`src/rtl/rag_pkg.sv`:
```
package rag_pkg;

    localparam int DW = 32;

    typedef enum logic [1:0] {
        SZ_8  = 2'd0,
        SZ_16 = 2'd1,
        SZ_32 = 2'd2,
        SZ_64 = 2'd3
    } size_e;

    typedef enum logic [1:0] {
        V_PASS  = 2'd0,
        V_FAULT = 2'd1,
        V_MUTE  = 2'd2
    } verdict_e;

    // One direction's permission rule for one register word.
    typedef struct packed {
        logic       deny;      // every access in this direction is refused
        logic       men;       // requesting master must be enabled
        logic       usr;       // user privilege accepted
        logic       sup;       // supervisor privilege accepted
        logic       init_any;  // some init lock must be open
        logic       init_cpu;  // the named CPU's own lock must be open
        logic       cpu_only;  // only the named CPU's master ID
        logic       safe;      // safety lock must be open
        logic       tst;       // test mode accepted
        logic       boot;      // startup accepted
        logic       dbg;       // debug must be enabled
        logic       w32;       // 32-bit size only
        logic       w3264;     // 32- or 64-bit size only
        logic [1:0] cpu;       // CPU index for cpu_only / init_cpu
    } rule_t;

    function automatic rule_t rule_of(input int idx, input logic wr);
        rule_t r;
        r = '0;
        case (idx)
            0: if (wr) begin r.sup = 1'b1; r.init_any = 1'b1; r.w32 = 1'b1; end
               else    begin r.usr = 1'b1; r.sup = 1'b1; end
            1: if (wr) begin r.men = 1'b1; r.sup = 1'b1; r.init_any = 1'b1; end
               else    begin r.usr = 1'b1; r.sup = 1'b1; end
            2: begin
                   r.usr = 1'b1; r.sup = 1'b1;
                   r.men = wr;
               end
            3: if (wr) begin r.sup = 1'b1; r.safe = 1'b1; end
               else    begin r.usr = 1'b1; r.sup = 1'b1; end
            4: if (wr) r.deny = 1'b1;
               else    begin r.usr = 1'b1; r.sup = 1'b1; end
            5: begin
                   r.cpu_only = 1'b1; r.cpu = 2'd1;
                   r.init_cpu = wr;
               end
            6: begin
                   r.tst = 1'b1; r.boot = 1'b1;
                   r.w3264 = wr;
               end
            7: begin
                   r.dbg = 1'b1;
                   r.w32 = wr;
               end
            default: r.deny = 1'b1;
        endcase
        return r;
    endfunction

endpackage

```
`src/rtl/rag_cond_eval.sv`:
```
module rag_cond_eval
    import rag_pkg::*;
#(
    parameter int ADDR_W = 4,
    parameter int NREG   = 8,
    parameter int MID_W  = 5,
    parameter int NCPU   = 2,
    parameter int NBE_LO = 6,
    parameter int NBE_HI = 11,
    localparam int MEN_W = 1 << MID_W,
    localparam int IDX_W = (NREG > 1) ? $clog2(NREG) : 1
) (
    input  logic [ADDR_W-1:0] addr,
    input  logic              wr,
    input  logic [1:0]        size,
    input  logic [MID_W-1:0]  mid,
    input  logic              sup,
    input  logic [MEN_W-1:0]  men,
    input  logic [NCPU-1:0]   cpu_lock,
    input  logic              glob_lock,
    input  logic              safe_lock,
    input  logic              safe_ovr_lock,
    input  logic              test_mode,
    input  logic              startup_run,
    input  logic              debug_en,
    output verdict_e          verdict
);

    rule_t rd_tab [NREG];
    rule_t wr_tab [NREG];

    generate
        for (genvar g = 0; g < NREG; g++) begin : g_rule
            assign rd_tab[g] = rule_of(g, 1'b0);
            assign wr_tab[g] = rule_of(g, 1'b1);
        end
    endgenerate

    rule_t      r;
    logic       defined, in_quiet, own_free, pass;
    logic       priv_ok, gate_ok, width_ok, men_ok, init_ok, own_ok;
    logic       safe_ok, dbg_ok, cpu_ok;
    logic [IDX_W-1:0] idx;

    always_comb begin
        idx      = IDX_W'(addr);
        defined  = int'(addr) < NREG;
        in_quiet = (int'(addr) >= NBE_LO) && (int'(addr) <= NBE_HI);
        r        = '0;
        r.deny   = 1'b1;
        if (defined) r = wr ? wr_tab[idx] : rd_tab[idx];

        own_free = 1'b0;
        for (int k = 0; k < NCPU; k++) begin
            if (k == int'(r.cpu)) own_free = ~cpu_lock[k];
        end

        priv_ok  = !(r.usr || r.sup) || (r.usr && !sup) || (r.sup && sup);
        gate_ok  = !(r.tst || r.boot) || (r.tst && test_mode) || (r.boot && startup_run);
        width_ok = r.w32   ? (size == SZ_32) :
                   r.w3264 ? ((size == SZ_32) || (size == SZ_64)) : 1'b1;
        men_ok   = !r.men      || men[mid];
        init_ok  = !r.init_any || !(&cpu_lock) || !glob_lock;
        own_ok   = !r.init_cpu || own_free;
        safe_ok  = !r.safe     || !safe_lock || !safe_ovr_lock;
        dbg_ok   = !r.dbg      || debug_en;
        cpu_ok   = !r.cpu_only || (mid == MID_W'(r.cpu));

        pass = !r.deny && priv_ok && gate_ok && width_ok && men_ok &&
               init_ok && own_ok && safe_ok && dbg_ok && cpu_ok;

        verdict = pass ? V_PASS : (in_quiet ? V_MUTE : V_FAULT);
    end

    // Undefined words never pass.
    always_comb begin
        assert_undef_denied_R13: assert (defined || verdict != V_PASS);
    end

endmodule

```
`src/rtl/rag_regfile.sv`:
```
module rag_regfile
    import rag_pkg::*;
#(
    parameter int          ADDR_W     = 4,
    parameter int          NREG       = 8,
    parameter int          STAT_IDX   = 4,
    parameter logic [31:0] STAT_VALUE = 32'h5AFE_0001,
    localparam int         IDX_W      = (NREG > 1) ? $clog2(NREG) : 1
) (
    input  logic              clk,
    input  logic              rst_n,
    input  logic              wr_en,
    input  logic              rd_en,
    input  logic [ADDR_W-1:0] addr,
    input  logic [DW-1:0]     wdata,
    output logic [DW-1:0]     rdata,
    output logic [DW-1:0]     word0
);

    logic [DW-1:0]    regs [NREG];
    logic [IDX_W-1:0] idx;

    assign idx   = IDX_W'(addr);
    assign word0 = regs[0];

    generate
        for (genvar g = 0; g < NREG; g++) begin : g_word
            if (g == STAT_IDX) begin : g_ro
                assign regs[g] = STAT_VALUE;
            end else begin : g_rw
                always_ff @(posedge clk or negedge rst_n) begin
                    if (!rst_n)                               regs[g] <= '0;
                    else if (wr_en && idx == IDX_W'(g))       regs[g] <= wdata;
                end

                // A word not granted a write keeps its value.
                assert_blocked_write_stable_R4: assert property (
                    @(posedge clk) disable iff (!rst_n)
                    !(wr_en && idx == IDX_W'(g)) |=> $stable(regs[g]));
            end
        end
    endgenerate

    always_ff @(posedge clk or negedge rst_n) begin
        if (!rst_n)      rdata <= '0;
        else if (rd_en)  rdata <= regs[idx];
        else             rdata <= '0;
    end

endmodule

```
`src/rtl/rag_resp_fsm.sv`:
```
module rag_resp_fsm
    import rag_pkg::*;
(
    input  logic     clk,
    input  logic     rst_n,
    input  logic     req_valid,
    input  verdict_e verdict,
    output logic     rsp_valid,
    output logic     rsp_err
);

    typedef enum logic [1:0] {
        ST_IDLE  = 2'd0,
        ST_DONE  = 2'd1,
        ST_FAULT = 2'd2,
        ST_MUTE  = 2'd3
    } state_e;

    state_e state, state_nx;

    always_comb begin
        state_nx = ST_IDLE;
        if (req_valid) begin
            unique case (verdict)
                V_PASS:  state_nx = ST_DONE;
                V_FAULT: state_nx = ST_FAULT;
                V_MUTE:  state_nx = ST_MUTE;
                default: state_nx = ST_FAULT;
            endcase
        end
    end

    always_ff @(posedge clk or negedge rst_n) begin
        if (!rst_n) state <= ST_IDLE;
        else        state <= state_nx;
    end

    always_comb begin
        unique case (state)
            ST_IDLE:  begin rsp_valid = 1'b0; rsp_err = 1'b0; end
            ST_DONE:  begin rsp_valid = 1'b1; rsp_err = 1'b0; end
            ST_FAULT: begin rsp_valid = 1'b1; rsp_err = 1'b1; end
            ST_MUTE:  begin rsp_valid = 1'b1; rsp_err = 1'b0; end
            default:  begin rsp_valid = 1'b0; rsp_err = 1'b0; end
        endcase
    end

    logic seen_edge;
    always_ff @(posedge clk or negedge rst_n) begin
        if (!rst_n) seen_edge <= 1'b0;
        else        seen_edge <= 1'b1;
    end

    // Responses appear only one cycle after a request.
    assert_no_spurious_rsp_R1: assert property (
        @(posedge clk) disable iff (!rst_n)
        (seen_edge && !$past(req_valid)) |-> !rsp_valid);

    assert_err_has_valid_R2: assert property (
        @(posedge clk) disable iff (!rst_n)
        rsp_err |-> rsp_valid);

    assert_err_single_cycle_R2: assert property (
        @(posedge clk) disable iff (!rst_n)
        (rsp_err && !req_valid) |=> !rsp_err);

endmodule

```
`src/rtl/reg_access_guard.sv`:
```
module reg_access_guard
    import rag_pkg::*;
#(
    parameter int          ADDR_W     = 4,
    parameter int          NREG       = 8,
    parameter int          MID_W      = 5,
    parameter int          NCPU       = 2,
    parameter int          NBE_LO     = 6,
    parameter int          NBE_HI     = 11,
    parameter int          STAT_IDX   = 4,
    parameter logic [31:0] STAT_VALUE = 32'h5AFE_0001,
    localparam int         MEN_W      = 1 << MID_W
) (
    input  logic              clk,
    input  logic              rst_n,
    input  logic              req_valid,
    input  logic              req_write,
    input  logic [ADDR_W-1:0] req_addr,
    input  logic [1:0]        req_size,
    input  logic [MID_W-1:0]  req_mid,
    input  logic              req_super,
    input  logic [31:0]       req_wdata,
    input  logic [NCPU-1:0]   cpu_lock,
    input  logic              glob_lock,
    input  logic              safe_lock,
    input  logic              safe_ovr_lock,
    input  logic              test_mode,
    input  logic              startup_run,
    input  logic              debug_en,
    output logic              rsp_valid,
    output logic              rsp_err,
    output logic [31:0]       rsp_rdata
);

    verdict_e      verdict;
    logic [DW-1:0] word0;
    logic          granted, wr_en, rd_en;

    assign granted = req_valid && (verdict == V_PASS);
    assign wr_en   = granted && req_write;
    assign rd_en   = granted && !req_write;

    rag_cond_eval #(
        .ADDR_W(ADDR_W), .NREG(NREG), .MID_W(MID_W), .NCPU(NCPU),
        .NBE_LO(NBE_LO), .NBE_HI(NBE_HI)
    ) u_eval (
        .addr(req_addr), .wr(req_write), .size(req_size), .mid(req_mid),
        .sup(req_super), .men(word0[MEN_W-1:0]), .cpu_lock(cpu_lock),
        .glob_lock(glob_lock), .safe_lock(safe_lock),
        .safe_ovr_lock(safe_ovr_lock), .test_mode(test_mode),
        .startup_run(startup_run), .debug_en(debug_en), .verdict(verdict)
    );

    rag_regfile #(
        .ADDR_W(ADDR_W), .NREG(NREG), .STAT_IDX(STAT_IDX), .STAT_VALUE(STAT_VALUE)
    ) u_regs (
        .clk(clk), .rst_n(rst_n), .wr_en(wr_en), .rd_en(rd_en),
        .addr(req_addr), .wdata(req_wdata), .rdata(rsp_rdata), .word0(word0)
    );

    rag_resp_fsm u_fsm (
        .clk(clk), .rst_n(rst_n), .req_valid(req_valid), .verdict(verdict),
        .rsp_valid(rsp_valid), .rsp_err(rsp_err)
    );

    // Faulting responses carry no data.
    assert_fault_zero_data_R4: assert property (
        @(posedge clk) disable iff (!rst_n)
        rsp_err |-> (rsp_rdata == '0));

    // Undefined words never return data.
    assert_undef_zero_data_R13: assert property (
        @(posedge clk) disable iff (!rst_n)
        (req_valid && int'(req_addr) >= NREG) |=> (rsp_rdata == '0));

    // Read-only word refuses every write.
    assert_readonly_write_refused_R5: assert property (
        @(posedge clk) disable iff (!rst_n)
        (req_valid && req_write && int'(req_addr) == STAT_IDX) |=> !(rsp_valid && !rsp_err && (STAT_IDX < NBE_LO || STAT_IDX > NBE_HI)));

endmodule

```
`config.mk`:
```
export PLATFORM = sky130hd
export DESIGN_NAME = reg_access_guard
export DESIGN_NICKNAME = d
export VERILOG_FILES = /design/src/rtl/rag_pkg.sv /design/src/rtl/rag_cond_eval.sv /design/src/rtl/rag_regfile.sv /design/src/rtl/rag_resp_fsm.sv /design/src/rtl/reg_access_guard.sv
export SDC_FILE = /design/constraint.sdc
export NUM_CORES = 1
export LEC_CHECK = 0
export ABC_AREA = 1
export BUFFER_PORTS_ARGS = -buffer_cell sky130_fd_sc_hd__buf_2
export CORE_MARGIN = 8
export CORE_UTILIZATION = 35
export CTS_CLUSTER_DIAMETER = 200
export DETAILED_ROUTE_END_ITERATION = 6
export PLACE_DENSITY_LB_ADDON = 0.1
export SYNTH_ARGS = -nofsm -noshare
export SYNTH_HDL_FRONTEND = slang
export SYNTH_SLANG_ARGS = --single-unit
```
`constraint.sdc`:
```
create_clock -name clk -period 4.4 [get_ports clk]
set_input_delay 0.88 -clock clk [delete_from_list [all_inputs] [get_ports clk]]
set_output_delay 0.88 -clock clk [all_outputs]
set_load 0.01 [all_outputs]
```
# == After elaboration in Yosys (flattened, before gate mapping) ==
# Memories as Yosys holds them, arrays and structs flattened.
# Cells that the tools add are included.
# op_classes
n_bitwise,3
n_reduce_logical,61
eq_ne,14
magnitude_cmp,5
n_mux,22
# op_table
operator,n
32-bit binary-select mux with 3-bit select,1
32-bit two-way mux,3
15-bit two-way mux,6
1-bit logical AND,24
1-bit logical NOT,15
1-bit logical OR,15
"2-bit == test, second input constant",5
"3-bit == test, second input constant",3
"3-bit by 2-bit == test with 1-bit output, second input constant",2
2-bit logical NOT,3
"5-bit by 6-bit less-than comparator with 1-bit output, second input constant",1
2-bit two-way mux,3
3-bit OR reduction,2
1-bit binary-select mux with 5-bit select,1
5-bit by 2-bit == test with 1-bit output,1
1-bit two-way mux,5
"4-bit by 3-bit >= comparator with 1-bit output, second input constant",1
"4-bit >= comparator, second input constant",1
"4-bit less-or-equal comparator, second input constant",1
"4-bit less-than comparator, second input constant",1
3-bit inverter with 4-bit output,1
1-bit case mux with 2 select lines,2
2-bit case mux with 2 select lines,1
"3-bit by 1-bit == test with 1-bit output, second input constant",1
5 further kinds,6
# word_totals
rom_bits,240
in_bits,56
n_memories,2
output_inout_bits,34
ff_bits,258
# mem_list
memory,words,word_bits,read_ports,rd_clocked_by_memory_dff,write_ports,line_no,rtl
(no name shown),8,15,1,0,0,rag_cond_eval.sv:51,if (defined) r = wr ? wr_tab[idx] : rd_tab[idx];
(no name shown),8,15,1,0,0,rag_cond_eval.sv:51,

# == Depth between registers and ports, before layout ==
# Gate-level depths: netlist (run 1).
# depth
depth_word,24
depth_mapped,18

# == By module ==
# From an unflattened synthesis (run 1), not the netlist that was laid out.
# unflattened
cells_unflattened,1518
area_unflattened_um2,12117.9
# modules_own_cells
module,instances,area_each_um2,cells_each
rag_regfile,1,11369.7,1365
rag_cond_eval,1,650.6,139
rag_resp_fsm,1,78.8,9
reg_access_guard,1,18.8,5

# == Least setup slack after synthesis (run 1) ==
# OpenSTA, ideal clock, no wires.
# synth_path
kind,input port to flip-flop
from,in req_addr[1]
to,reg u_regs.regs[161] (netlist name)
required_ns,4.334
setup_time_ns,0.066
t_arrival_ns,3.281
slack_ns,1.053
n_path_buf,5
path_stages,17
path_cell_list,clkbuf_1 inv_1 clkbuf_1 buf_1 ha_1 inv_1 nor2_1 o22ai_1 nand2_1 nor2_1 nor2_1 nor2_4 nand4_2 buf_2 buf_2 o21bai_1 nand2_1
# synth_between
elab_chain_len,24
elab_cells_between_ends,63
# synth_lines
element,line_no,rtl
start: declaration,reg_access_guard.sv:18,"input logic [ADDR_W-1:0] req_addr,"
3-bit inverter with 4-bit output (implied by the code),rag_cond_eval.sv:51,
memory 8 x 15 bit,--,
15-bit two-way mux (implied by the code) (2 in series),rag_cond_eval.sv:51,
15-bit two-way mux (2 in series),rag_cond_eval.sv:51,
1-bit logical OR,rag_cond_eval.sv:58,priv_ok = !(r.usr || r.sup) || (r.usr && !sup) || (r.sup && sup);
1-bit logical NOT,rag_cond_eval.sv:58,
1-bit logical OR (2 in series),rag_cond_eval.sv:58,
1-bit logical AND (5 in series),rag_cond_eval.sv:69,pass = !r.deny && priv_ok && gate_ok && width_ok && men_ok &&
1-bit logical AND (4 in series),rag_cond_eval.sv:70,init_ok && own_ok && safe_ok && dbg_ok && cpu_ok;
2-bit two-way mux,rag_cond_eval.sv:72,verdict = pass ? V_PASS : (in_quiet ? V_MUTE : V_FAULT);
2-bit logical NOT,reg_access_guard.sv:39,assign granted = req_valid && (verdict == V_PASS);
1-bit logical AND,reg_access_guard.sv:39,
1-bit logical AND,reg_access_guard.sv:40,assign wr_en = granted && req_write;
1-bit logical AND *,rag_regfile.sv:33,else if (wr_en && idx == IDX_W'(g)) regs[g] <= wdata;
end signal: indexed assignment,rag_regfile.sv:33,
end: declaration,rag_regfile.sv:20,logic [DW-1:0] regs [NREG];
# Every way passes the cells marked *; elsewhere a longest branch is shown, timed or not. The select of a mux whose other input is x is not followed.
# A chain may end at the register's enable or synchronous reset.

# == Final worst setup path (run 1) ==
# layout_path
from,in req_addr[1]
to,reg u_regs.regs[32] (netlist name)
# Same word-level chain as after synthesis.

==> summary.txt, run 1 <==
Global route
  • Initial antenna violation count: 0
  • Vias in the first global route: 11,977
  • Gr usage total: 20.5%
  • Met1 Usage GRT: 29.7%
  • First-pass GRT wire length: 75.5 mm
  • Met2 Usage GRT: 31.8%
  • Gr busiest metal: met2
  • Met3 Track Usage GR: 3.24%
  • Largest net degree at the start of global routing: 96
  • Grt total ovfl: 0

Timing
  • Setup TNS: 0 ns
  • Unrepaired setup endpoints after global routing: false
  • Fmax: 0.357 GHz
  • Clock skew: 0.00899 ns
  • Final Hold Fails: 0
  • Post-layout min period: 2.80 ns
  • Worst-margin pin slew: 1.05 ns
  • Slew Limit Fails: 0
  • Fin crit share: 63.7%
  • Final setup fails: 0
  • Max-slew headroom at the worst pin: 30.1%

Synth
  • Synth warn: 0
  • Synth Register Bits: 258
  • Syn Area/Cell: 7.91 um^2
  • Syn nets: 1,808
  • Cells after Synth: 1,748
  • Seq/Total Area, Yosys: 46.7%
  • Mapped Area: 13,800 um^2
  • Yosys cell types: 26

Clock tree
  • Post-cts sizing count: 0
  • CTS tree: done
  • Post-CTS Setup Inserts: 0
  • Hold_buf cts: 0
  • CTS sink cnt: 258
  • CTS buffer count: 31
  • Worst skew pair latency: 0.57 ns
  • H-Tree Depth: 1
  • Root Driver: clkbuf_16
  • CTS Buffer Depth: 3
  • Clock transition at the registers of the reported paths: 0.06 ns

Worst setup path
  • Critical Path RT: 4.86 ns
  • Startpoint Class: primary input
  • Setup Crit Path Kind: in -> reg
  • CP endpoint kind: flip-flop
  • Crit Path Max Fanout: 45
  • Critical Path AT: 3.26 ns

Pwr
  • Peak VDD IR: 0.290 mV
  • Static Leak: 7.44 nW
  • P per Cell Area: 465 nW/um^2

Layout
  • Layout cells sized above 1: 10.8%
  • Nets: 1,825
  • Final Cell Area: 15,800 um^2
  • Most frequent cells in the layout: nand2_1, nand3_1, dfrtp_1
  • Most common cell after layout, fill and taps aside: nand2_1
  • Ant. Diodes: 0
  • Layout area overhead: 14.1%

Flow run
  • Maxcap violations: 0

Worst hold path
  • Worst hold path type: in -> async

Drt
  • DRC violations left: 0
  • Avg WL per Cell: 20.7 um
  • DR vias/cell: 5.22
  • Initial DRT Pass Iterations: 5
  • Vias: 12,086
  • Detailed Route WL: 48.0 mm
  • Drt initial violations: 948
  • Post-DRT Antenna Nets: 0

Die
  • Rows: 73
  • DIE HEIGHT: 215 um
  • Die Wd: 215 um
  • Initial Util: 35.1%
  • Top Ports: 90
  • Core Region: 39,400 um^2
  • Die area: 46,100 um^2

Status
  • Status: finished clean

Placement
  • Area after DPL: 14,700 um^2
  • IO buf count: 89
  • RePlAce Congestion: 0.796
  • Hpwl dp: 26.5 mm
[cell families after synthesis]
family | synth area share (%)
and+or+nand+nor | 18.8
AOI/OAI and AO/OA | 22.8
buffers and inverters | 11.4
DFF | 46.7
adders and majority gates | 0.362
[Yosys cell counts, drive strengths merged]
library cell / instances / area share (%)
a21oi: 140 / 5.1
a31oi: 11 / 0.50
buf: 51 / 2.2
clkbuf: 92 / 2.5
dfrtp: 258 / 47
ha: 4 / 0.36
inv: 247 / 6.7
nand2: 270 / 7.3
nand3: 267 / 9.7
nand4: 3 / 0.18
nor2: 22 / 0.71
nor3: 21 / 0.76
o211ai: 2 / 0.11
o21a: 1 / 0.054
o21ai: 132 / 4.8
o21bai: 224 / 12
o22ai: 2 / 0.090
or2: 1 / 0.045
[through the flow]
stage / setup WS (ns) / power [mW] / hold slack [ns] / instances / utilization [%]
2_1_floorplan: 1.05 / 4.21 / 0.548 / 1748 / -
3_3_place_gp: 1.08 / 4.67 / 0.563 / 2257 / 37.4
3_5_place_dp: 1.04 / 4.70 / 0.566 / 2257 / 37.4
4_1_cts: 1.65 / 7.40 / 0.311 / 2314 / 40.1
5_1_grt: 1.31 / 7.77 / 0.341 / 2314 / 40.1
6_report: 1.60 / 7.33 / 0.303 / 2314 / 40.1
[layer usage]
metal | share of wire [%] | up-vias | wire length [um]
met5 | 0 | - | 0
met4 | 2.0 | 0 | 944
met3 | 5.4 | 55 | 2590
met2 | 45 | 293 | 21700
met1 | 48 | 5966 | 22800
li1 | - | 5772 | -
[critical path: stages]
cell and delay [ns]:
buf_2 0.38, inv_2 0.11, ha_1 0.19, inv_1 0.10
nor2_4 0.04, o22ai_1 0.12, nand2_1 0.06, nor2_1 0.10
nor2_1 0.08, nor2_4 0.18, nand4_4 0.31, buf_4 0.41
o21bai_1 0.20, nand2_1 0.07
[where the power goes]
part,switching (mW),leakage (nW),internal [mW]
sequential,0.189,2.87,2.91
combinational,0.945,4.04,0.621
clock,1.06,0.526,1.61
total,2.19,7.44,5.14
[layout make-up]
| type | count | area (um^2) |
|---|---|---|
| clock inverter | 12 | 138 |
| timing repair buffer | 127 | 856 |
| fill | 4061 | 23600 |
| sequential | 258 | 6460 |
| tap | 525 | 657 |
| clock buffer | 45 | 918 |
| multi-input combinational | 1100 | 5810 |
| inverter | 247 | 927 |
[registers in the layout, indices dropped and copies added, names as in the netlist]
name / flops
u_fsm.state: 2
u_regs.rdata: 32
u_regs.regs: 192
u_regs.word0: 32
[worst paths after layout]
path	slack, ns	to	cells after the start	startpoint
max	1.60	u_regs.regs[32]$_DFFE_PN0P_	14	req_addr[1]
min	0.30	u_regs.regs[130]$_DFFE_PN0P_	1	rst_n
min reg2reg	0.58	u_regs.regs[193]$_DFFE_PN0P_	3	u_regs.regs[193]$_DFFE_PN0P_
min in group clk	0.58	u_regs.regs[193]$_DFFE_PN0P_	3	u_regs.regs[193]$_DFFE_PN0P_
max reg2reg	2.21	u_regs.regs[32]$_DFFE_PN0P_	12	u_regs.word0[2]$_DFFE_PN0P_
max in group asynchronous	3.03	u_regs.regs[149]$_DFFE_PN0P_	2	rst_n
Note: power is estimated with default switching activity, not from simulation.
==> run 2: changes to the inputs <==
- clock period: 4.4 -> 2.8 ns (I/O delays scaled with it)
==> run 2 against run 1 <==
Compared with the run above: sequential share of layout area fell by 1.5 points; critical path depth rose by 2; via count rose by 2.5%; total power rose by 54%; final cell count rose by 2.6%; worst hold slack got worse by 0.30 ns; wire length rose by 2.9%; largest cell class unchanged; clock skew barely moved; non-clock buffer count rose by 65; first-iteration DRC count fell by 6.9%; sequential power rose by 57%.
==> summary.txt, run 2 (synthesis results as in run 1) <==
Layout
  • Fill cell count: 4,021
  • Multi-input combinational cell area: 5820 um^2
  • FF/Latch Area: 6460 um^2
  • Most common cell after layout, fill and taps aside: nand2_1
  • Most frequent cells in the layout: nand2_1, nand3_1, dfrtp_1
  • Final Cell Area: 16,400 um^2
  • Number of flip-flops in the largest register: 192
  • Biggest register: u_regs.regs
  • Layout area overhead: 18.5%
  • Cell Count, Final, Fillers Out: 2,375
  • Nets: 1,890
  • Layout cells sized above 1: 13.6%

Drt
  • Vias: 12,393
  • Detailed Route WL: 49.4 mm
  • Post-DRT Antenna Nets: 0
  • Avg WL per Cell: 20.8 um
  • Initial DRT Pass Iterations: 5
  • Drt initial violations: 883
  • DRC violations left: 0
  • DR vias/cell: 5.22

Die
  • Core Region: 39,400 um^2
  • Die area: 46,100 um^2
  • Initial Util: 35.1%
  • Die Wd: 215 um
  • DIE HEIGHT: 215 um
  • Top Ports: 90
  • Rows: 73

Timing
  • Post-layout min period: 2.01 ns
  • Worst-margin pin slew: 0.806 ns
  • Clock skew: 0.00867 ns
  • Slew Limit Fails: 0
  • Max-slew headroom at the worst pin: 46.3%
  • Unrepaired setup endpoints after global routing: false
  • Final worst setup slack: 0.789 ns
  • Final setup fails: 0
  • Fmax: 0.497 GHz
  • Final Hold Fails: 0
  • Setup TNS: 0 ns
  • Fin crit share: 71.8%

Global route
  • Met1 Usage GRT: 28.5%
  • Met2 Usage GRT: 34.9%
  • First-pass GRT wire length: 77.6 mm
  • Vias in the first global route: 12,680
  • Gr usage total: 21.1%
  • Initial antenna violation count: 3
  • Grt total ovfl: 0
  • Largest net degree at the start of global routing: 88
  • Gr busiest metal: met2
  • Met3 Track Usage GR: 3.24%

Placement
  • Area after DPL: 15,400 um^2
  • DP Worst Slack: 0.188 ns
  • IO buf count: 89
  • RePlAce Congestion: 0.788
  • Cells after DPL: 2,322
  • Hpwl dp: 29.3 mm

Clock tree
  • Worst skew pair latency: 0.58 ns
  • Post-cts sizing count: 0
  • CTS tree: done
  • CTS buffer count: 31
  • H-Tree Depth: 1
  • Root Driver: clkbuf_16
  • Clock transition at the registers of the reported paths: 0.05 ns
  • CTS sink cnt: 258
  • CTS Buffer Depth: 3
  • Post-CTS Setup Inserts: 0
  • Hold_buf cts: 0

Worst setup path
  • Largest stage delay, worst path: 0.20 ns
  • Critical Path RT: 3.31 ns
  • Setup slack, reg-to-reg: 0.83 ns
  • Reg-to-Reg End: u_regs.regs[1]$_DFFE_PN0P_
  • Startpoint Class: primary input
  • Crit Path Max Fanout: 14
  • Worst setup path end: u_regs.regs[1]$_DFFE_PN0P_
  • Critical Path AT: 2.52 ns
  • Worst-case reg-to-reg path depth: 14
  • Worst-path cell chain: buf_2, inv_2, ha_1, inv_1, nor2_4, o22ai_1, nand2_1, nor2_1, nor2_1, nor2_4, nand3_2, nor2_4, buf_12, buf_4, nand3_1, nand2_1
  • Slowest CP cell: buf_4
  • CP endpoint kind: flip-flop
  • Setup Crit Path Kind: in -> reg
  • R2r startpoint: u_regs.word0[9]$_DFFE_PN0P_
  • Setup crit start: req_addr[0]
  • Most used cell, CP: nor2_4

Worst hold path
  • Worst hold path type: in -> async

Pwr
  • P per Cell Area: 688 nW/um^2
  • Total power: 11.3 mW
  • Peak VDD IR: 0.424 mV
  • Static Leak: 7.79 nW

Flow run
  • Maxcap violations: 0

Status
  • Status: finished clean
==> run 2: cell types whose count changed in the layout (fill, tap and decap cells not counted), moves of 2 or more <==
| cell | before | now |
|---|---|---|
| bufinv_16 | 3 | 0 |
| clkinv_2 | 8 | 3 |
| clkbuf_1 | 5 | 7 |
| buf_4 | 30 | 77 |
| buf_12 | 9 | 27 |
| diode_2 | 0 | 2 |
==> run 2: final cells by class <==
cell class,instances,area share [%]
Clock buffer,48,5.73
Sequential cell,258,39.4
Timing Repair Buffer,192,9.58
Inverter,247,5.66
Tap cell,525,4.01
Antenna cell,2,0.0305
Multi-Input combinational cell,1100,35.5
Clock inverter,3,0.0916
==> run 2: per-stage QoR <==
stage / utilization, % / hold slack, ns
6_report: 41.6 / 0.00630
3_5_place_dp: 39.2 / 0.563
3_3_place_gp: 39.2 / 0.558
2_1_floorplan: - / 0.264
4_1_cts: 41.6 / 0.00884
5_1_grt: 41.6 / 0.0446
==> run 2: where the power goes <==
part | internal (mW) | switching [mW] | leakage, nW
logic | 1.05 | 1.49 | 4.45
registers | 4.57 | 0.297 | 2.87
clock network | 2.26 | 1.61 | 0.474
total | 7.88 | 3.39 | 7.79
==> run 2: metal layers <==
metal	part of all wire [%]	vias up	routed length, um
met5	0.055	-	27
met4	2.4	4	1180
met3	4.9	84	2410
met2	47	301	23300
met1	46	6105	22500
li1	-	5899	-
==> run 2: how the worst min path moves through the flow <==
stage	startpoint	end	slack (ns)	cells past startpoint
2_1_floorplan	rst_n	u_fsm.state[0]$_DFF_PN0_	0.26	0
3_3_place_gp	u_regs.regs[49]$_DFFE_PN0P_	u_regs.regs[49]$_DFFE_PN0P_	0.56	3
3_5_place_dp	u_regs.regs[53]$_DFFE_PN0P_	u_regs.regs[53]$_DFFE_PN0P_	0.56	3
4_1_cts	rst_n	u_regs.rdata[2]$_DFF_PN0_	0.009	1
5_1_grt	rst_n	u_regs.rdata[29]$_DFF_PN0_	0.04	1
6_report	rst_n	u_regs.rdata[29]$_DFF_PN0_	0.006	1
==> run 2: worst max-delay path: cells and delay by family <==
family	cells	cell delay (ns)
AND/OR/NAND/NOR	9	0.89
AO/OA/AOI/OAI	1	0.10
adder cells (fa/ha/maj)	1	0.19
buffers and inverters	5	0.75
